[src/rtl/mig_pkg.sv]
package mig_pkg;
    localparam int AXES   = 3;
    localparam int SMP_W  = 8;
    localparam int THR_W  = 7;
    localparam int CNT_W  = 8;
    localparam int ADDR_W = 3;
    localparam int REG_W  = 8;

    typedef enum logic [ADDR_W-1:0] {
        A_ENABLE   = 3'd0,
        A_THRESH   = 3'd1,
        A_DURATION = 3'd2,
        A_SOURCE   = 3'd3,
        A_STATUS   = 3'd4,
        A_DATA_X   = 3'd5,
        A_DATA_Y   = 3'd6,
        A_DATA_Z   = 3'd7
    } reg_addr_e;

    typedef struct packed {
        logic             decay;
        logic [THR_W-1:0] level;
    } thresh_t;

    typedef struct packed {
        logic            active;
        logic [AXES-1:0] axes;
    } source_t;

    // Unsigned magnitude of a two's-complement sample; -128 maps to 128.
    function automatic logic [SMP_W-1:0] magnitude(input logic [SMP_W-1:0] v);
        magnitude = v[SMP_W-1] ? (~v + 1'b1) : v;
    endfunction
endpackage

[src/rtl/mig_axis_cmp.sv]
module mig_axis_cmp
    import mig_pkg::*;
#(
    parameter int W  = SMP_W,
    parameter int TW = THR_W
) (
    input  logic [W-1:0]  sample,
    input  logic [TW-1:0] level,
    input  logic          enable,
    output logic          hit
);
    localparam int PAD = W - TW;

    logic [W-1:0] mag;

    always_comb begin
        mag = magnitude(sample);
        hit = enable && (mag > {{PAD{1'b0}}, level});
    end
endmodule

[src/rtl/mig_persist.sv]
module mig_persist #(
    parameter int CW = 8
) (
    input  logic          clk,
    input  logic          rst,
    input  logic          step,
    input  logic          qualify,
    input  logic          decay,
    input  logic [CW-1:0] limit,
    output logic          fire,
    output logic [CW-1:0] count
);
    localparam logic [CW-1:0] TOP = {CW{1'b1}};

    assign fire = step && qualify && (count >= limit);

    always_ff @(posedge clk) begin
        if (rst) begin
            count <= '0;
        end else if (step) begin
            if (qualify) begin
                if (count != TOP) count <= count + 1'b1;
            end else if (decay) begin
                if (count != '0) count <= count - 1'b1;
            end else begin
                count <= '0;
            end
        end
    end
endmodule

[src/rtl/mig_sample_track.sv]
module mig_sample_track #(
    parameter int W = 8
) (
    input  logic         clk,
    input  logic         rst,
    input  logic         load,
    input  logic [W-1:0] din,
    input  logic         consume,
    output logic [W-1:0] dout,
    output logic         fresh,
    output logic         overrun
);
    always_ff @(posedge clk) begin
        if (rst) begin
            dout    <= '0;
            fresh   <= 1'b0;
            overrun <= 1'b0;
        end else if (load) begin
            dout  <= din;
            fresh <= 1'b1;
            if (fresh && !consume) overrun <= 1'b1;
            else if (consume)      overrun <= 1'b0;
        end else if (consume) begin
            fresh   <= 1'b0;
            overrun <= 1'b0;
        end
    end
endmodule

[src/rtl/motion_irq_gen.sv]
module motion_irq_gen
    import mig_pkg::*;
(
    input  logic              clk,
    input  logic              rst,
    input  logic              smp_valid,
    input  logic signed [7:0] smp_x,
    input  logic signed [7:0] smp_y,
    input  logic signed [7:0] smp_z,
    input  logic              reg_wr,
    input  logic              reg_rd,
    input  logic [2:0]        reg_addr,
    input  logic [7:0]        reg_wdata,
    output logic [7:0]        reg_rdata,
    output logic              irq_o
);
    localparam int ACT_BIT  = 6;
    localparam int NEW_ANY  = AXES;
    localparam int OVR_LSB  = AXES + 1;
    localparam int OVR_ANY  = REG_W - 1;

    logic [AXES-1:0]  en_q;
    thresh_t          thr_q;
    logic [CNT_W-1:0] dur_q;
    source_t          src_q, src_d;

    logic [SMP_W-1:0] smp_arr  [AXES];
    logic [SMP_W-1:0] data_arr [AXES];
    logic [AXES-1:0]  hits, fresh, ovr, consume;
    logic             hit_any, fire, src_clear;
    logic [CNT_W-1:0] dur_cnt;

    assign smp_arr[0] = smp_x;
    assign smp_arr[1] = smp_y;
    assign smp_arr[2] = smp_z;

    for (genvar g = 0; g < AXES; g++) begin : g_axis
        mig_axis_cmp #(.W(SMP_W), .TW(THR_W)) u_cmp (
            .sample (smp_arr[g]),
            .level  (thr_q.level),
            .enable (en_q[g]),
            .hit    (hits[g])
        );

        assign consume[g] = reg_rd && (reg_addr == (ADDR_W'(A_DATA_X) + ADDR_W'(g)));

        mig_sample_track #(.W(SMP_W)) u_trk (
            .clk     (clk),
            .rst     (rst),
            .load    (smp_valid),
            .din     (smp_arr[g]),
            .consume (consume[g]),
            .dout    (data_arr[g]),
            .fresh   (fresh[g]),
            .overrun (ovr[g])
        );
    end

    assign hit_any = |hits;

    mig_persist #(.CW(CNT_W)) u_persist (
        .clk     (clk),
        .rst     (rst),
        .step    (smp_valid),
        .qualify (hit_any),
        .decay   (thr_q.decay),
        .limit   (dur_q),
        .fire    (fire),
        .count   (dur_cnt)
    );

    // Configuration registers
    always_ff @(posedge clk) begin
        if (rst) begin
            en_q  <= '0;
            thr_q <= '0;
            dur_q <= '0;
        end else if (reg_wr) begin
            case (reg_addr)
                A_ENABLE:   en_q  <= reg_wdata[AXES-1:0];
                A_THRESH:   thr_q <= thresh_t'(reg_wdata);
                A_DURATION: dur_q <= reg_wdata[CNT_W-1:0];
                default:    ;
            endcase
        end
    end

    // Source latch: read clears first, a firing event then sets
    assign src_clear = reg_rd && (reg_addr == A_SOURCE);

    always_comb begin
        src_d = src_clear ? source_t'('0) : src_q;
        if (fire) begin
            src_d.active = 1'b1;
            src_d.axes   = src_d.axes | hits;
        end
    end

    always_ff @(posedge clk) begin
        if (rst) src_q <= '0;
        else     src_q <= src_d;
    end

    assign irq_o = src_q.active;

    // Read data
    always_comb begin
        reg_rdata = '0;
        case (reg_addr)
            A_ENABLE:   reg_rdata[AXES-1:0] = en_q;
            A_THRESH:   reg_rdata = REG_W'(thr_q);
            A_DURATION: reg_rdata = REG_W'(dur_q);
            A_SOURCE: begin
                reg_rdata[ACT_BIT]    = src_q.active;
                reg_rdata[AXES-1:0]   = src_q.axes;
            end
            A_STATUS: begin
                reg_rdata[AXES-1:0]           = fresh;
                reg_rdata[NEW_ANY]            = |fresh;
                reg_rdata[OVR_LSB+:AXES]      = ovr;
                reg_rdata[OVR_ANY]            = |ovr;
            end
            A_DATA_X:   reg_rdata = data_arr[0];
            A_DATA_Y:   reg_rdata = data_arr[1];
            A_DATA_Z:   reg_rdata = data_arr[2];
            default:    reg_rdata = '0;
        endcase
    end
endmodule

[config.mk]
export PLATFORM = sky130hd
export DESIGN_NAME = motion_irq_gen
export DESIGN_NICKNAME = d
export VERILOG_FILES = /design/src/rtl/mig_pkg.sv /design/src/rtl/mig_axis_cmp.sv /design/src/rtl/mig_persist.sv /design/src/rtl/mig_sample_track.sv /design/src/rtl/motion_irq_gen.sv
export SDC_FILE = /design/constraint.sdc
export NUM_CORES = 1
export LEC_CHECK = 0
export CAP_MARGIN = 5
export CORE_MARGIN = 1.5
export CORE_UTILIZATION = 55
export DETAILED_ROUTE_END_ITERATION = 7
export PLACE_DENSITY = 0.8
export SLEW_MARGIN = 5
export SYNTH_ARGS = -nofsm -noshare
export SYNTH_HDL_FRONTEND = slang
export SYNTH_SLANG_ARGS = --single-unit
[constraint.sdc]
create_clock -name clk -period 4.6 [get_ports clk]
set_input_delay 0.92 -clock clk [delete_from_list [all_inputs] [get_ports clk]]
set_output_delay 0.92 -clock clk [all_outputs]
set_load 0.005 [all_outputs]
==> impl_metrics.ini <==
[timing]
min_period_over_period_pct = 92.91
min_period_ps = 4274
fmax_ghz = 0.2340
worst_pin_slew_ps = 1170
fin_worst_skew_ps = 6.745
tns_ps = 0
finalMaxSlewViolations = 0
setup_viol = 0
max_slew_margin_pct = 21.98
rsz0062_at_grt = false
hold-worst-slack_ps = 458.0
hold_viol_final = 0

[placed_design]
routabilityCongestion = 0.9645
dp_hpwl_um = 8836
port_buffers = 48

[setup_path]
path_class = input pin to primary output
crit_required_ps = 3680
cp_max_fo = 12
worstPathArrival_ps = 3350
cp-end-kind = primary output
setup.worst_path.start_class = input pin

[clock_tree]
ctsResizeCount = 0
cts_inserted_buffers = 9
clk_pin_slew_ps = 70
cts_num_sinks = 61
hold_buffers = 0
clock_tree.root_cell = clkbuf_8
postCtsSetupBuffers = 0
worstSkewPairLatency_ps = 350
tritoncts = yes
clk_path_buf_depth = 2
htree_num_levels = 3

[run]
drv_cap = 0

[finish]
layout-drive-gt1-share_pct = 7.570
fillers = 643
syn2layout_area_growth_pct = 17.00
final_net_count = 638
diodes = 0

[power]
power.density_nw_per_um2 = 258.0
peakVddDrop_v = 0.0002372
leakagePower_nw = 1.937
p_seq_share_pct = 45.0
pwr-share-clk_pct = 32.0
p_int_mw = 0.8802
power_mw = 1.269
combPwrFrac_pct = 23.1
swShare_pct = 30.62
power.switching_mw = 0.3885

[floorplan]
core_area_um2 = 7331
pin_count = 49
die_w_um = 90.42
die_y_um = 90.42
die-area_um2 = 8175
fp-row-count = 31
start_util_pct = 57.33

[logic_synthesis]
ys_seq_area_share_pct = 29.06
synth_cell_type_count = 60
yosysTopAreaCell = dfxtp_1
synth_cells = 521
syn_nets = 596
ys.warnings.count = 0
netlist_top_cells_count = 64 x nor2_1, 61 x dfxtp_1, 52 x nand2_1, 40 x a21oi_1, 37 x mux2i_1
synthArstFlopShare_pct = 0
synthFlopType = dfxtp_1
ys_seq_elements = 61
syn_area_um2 = 4203
synth_edf_count = 0
syn_area_per_cell_um2 = 8.067
yosysTopAreaCellShare_pct = 29.06
synth_area_leaders = dfxtp_1 29%, ha_1 10%, mux2i_1 8.8%
synth_most_common_cell = nor2_1

[global_route]
grt_pass1_vias = 4015
grt_max_degree = 64
antenna_found_initial = 0
grt_pass1_wl_um = 19410
grt_overflow = 0
track_usage_pct = 30.03

[drt]
drt_iter0_markers = 319
drt_pass1_iterations = 5
wirelength_um = 11740
via_count = 4086
wl_per_cell_um = 17.59
vias_per_cell = 6.126
drc = 0
ant_nets = 0

[status]
status = complete, no violations

[min_path]
hp-class = flip-flop to flip-flop
[metrics by stage]
step	setup slack, ps	util (%)	area [um^2]	std cells
global placement	347.7	64.91	4758	651
detailed placement	122.8	64.91	4758	651
finish	326.1	67.08	4917	667
CTS	408.5	67.08	4917	667
floorplan	823.3	-	4203	521
global route	192.3	67.08	4917	667
[cell type report]
| class | instances | area, um^2 | area share, % |
|---|---|---|---|
| inverter | 31 | 116.4 | 2.366 |
| tap | 99 | 123.9 | 2.519 |
| clock buffer | 11 | 131.4 | 2.672 |
| clock inverter | 5 | 27.53 | 0.5598 |
| timing repair buffer | 57 | 538.0 | 10.94 |
| sequential | 61 | 1221 | 24.83 |
| multi-input combinational | 403 | 2759 | 56.11 |
[registers in the layout (all words and copies together), names as in the netlist, 3 cells and up]
register,cells
dur_q,8
g_axis.u_trk.dout,24
g_axis.u_trk.fresh,3
src_q,3
en_q,3
u_persist.count,8
g_axis.u_trk.overrun,3
thr_q,8
[logic make-up after synthesis]
kind of cell	synth area share (%)
AOI/OAI and AO/OA	19.92
xor gates and xnor gates	3.543
adders and majority gates	10.42
buffers and inverters	5.299
DFF	29.06
muxes	11.49
and+or+nand+nor	20.27
[worst max-delay path: stages]
cell	delay [ps]
clkdlybuf4s50_1	790
nor2b_1	350
a22oi_1	170
nor2_1	150
o32ai_1	110
o21ai_0	290
clkdlybuf4s50_1	560
[layer usage]
layer	GRT usage [%]	part of all wire [%]	up-vias
met5	0	0	-
met4	17.06	4.9	0
met3	7.323	7.0	47
met2	46.72	45	162
met1	37.87	43	1940
li1	-	-	1937
[power by group through the flow]
stage	clock network [mW]	registers (mW)	logic [mW]
6_report	0.406	0.570	0.292
5_1_grt	0.439	0.572	0.325
4_1_cts	0.416	0.569	0.289
3_5_place_dp	0	0.581	0.288
3_3_place_gp	0	0.580	0.278
2_1_floorplan	0	0.572	0.186
[final timing paths]
path,startpoint,cells past startpoint,end,slack (ps)
max,reg_addr[0],7,reg_rdata[2],330
min reg2reg,src_q[2]$_SDFF_PP0_,2,src_q[2]$_SDFF_PP0_,460
max reg2reg,thr_q[5]$_SDFFE_PP0P_,9,u_persist.count[2]$_SDFFE_PP0P_,1830
min,src_q[2]$_SDFF_PP0_,2,src_q[2]$_SDFF_PP0_,460
[cell usage in the layout, fill, tap and decap left out, drive strengths merged, types with 2 or more instances in the layout]
cell / instances
nor2: 64
dfxtp: 61
nand2: 53
clkdlybuf4s50: 46
a21oi: 40
mux2i: 37
ha: 35
inv: 31
o21ai: 22
xnor2: 16
nand3: 13
clkbuf: 11
buf: 11
nor3: 9
nand2b: 8
o31ai: 8
a22oi: 8
nor2b: 7
a21o: 7
a31oi: 6
nand4: 5
o21a: 5
and3: 4
mux2: 4
o211ai: 4
clkinv: 4
a211oi: 4
or3: 3
a221oi: 3
mux4: 3
a22o: 3
nor4b: 3
o32a: 3
or4: 3
nor4: 2
o32ai: 2
and2: 2
o21bai: 2
Power figures use the tool's default switching activity.
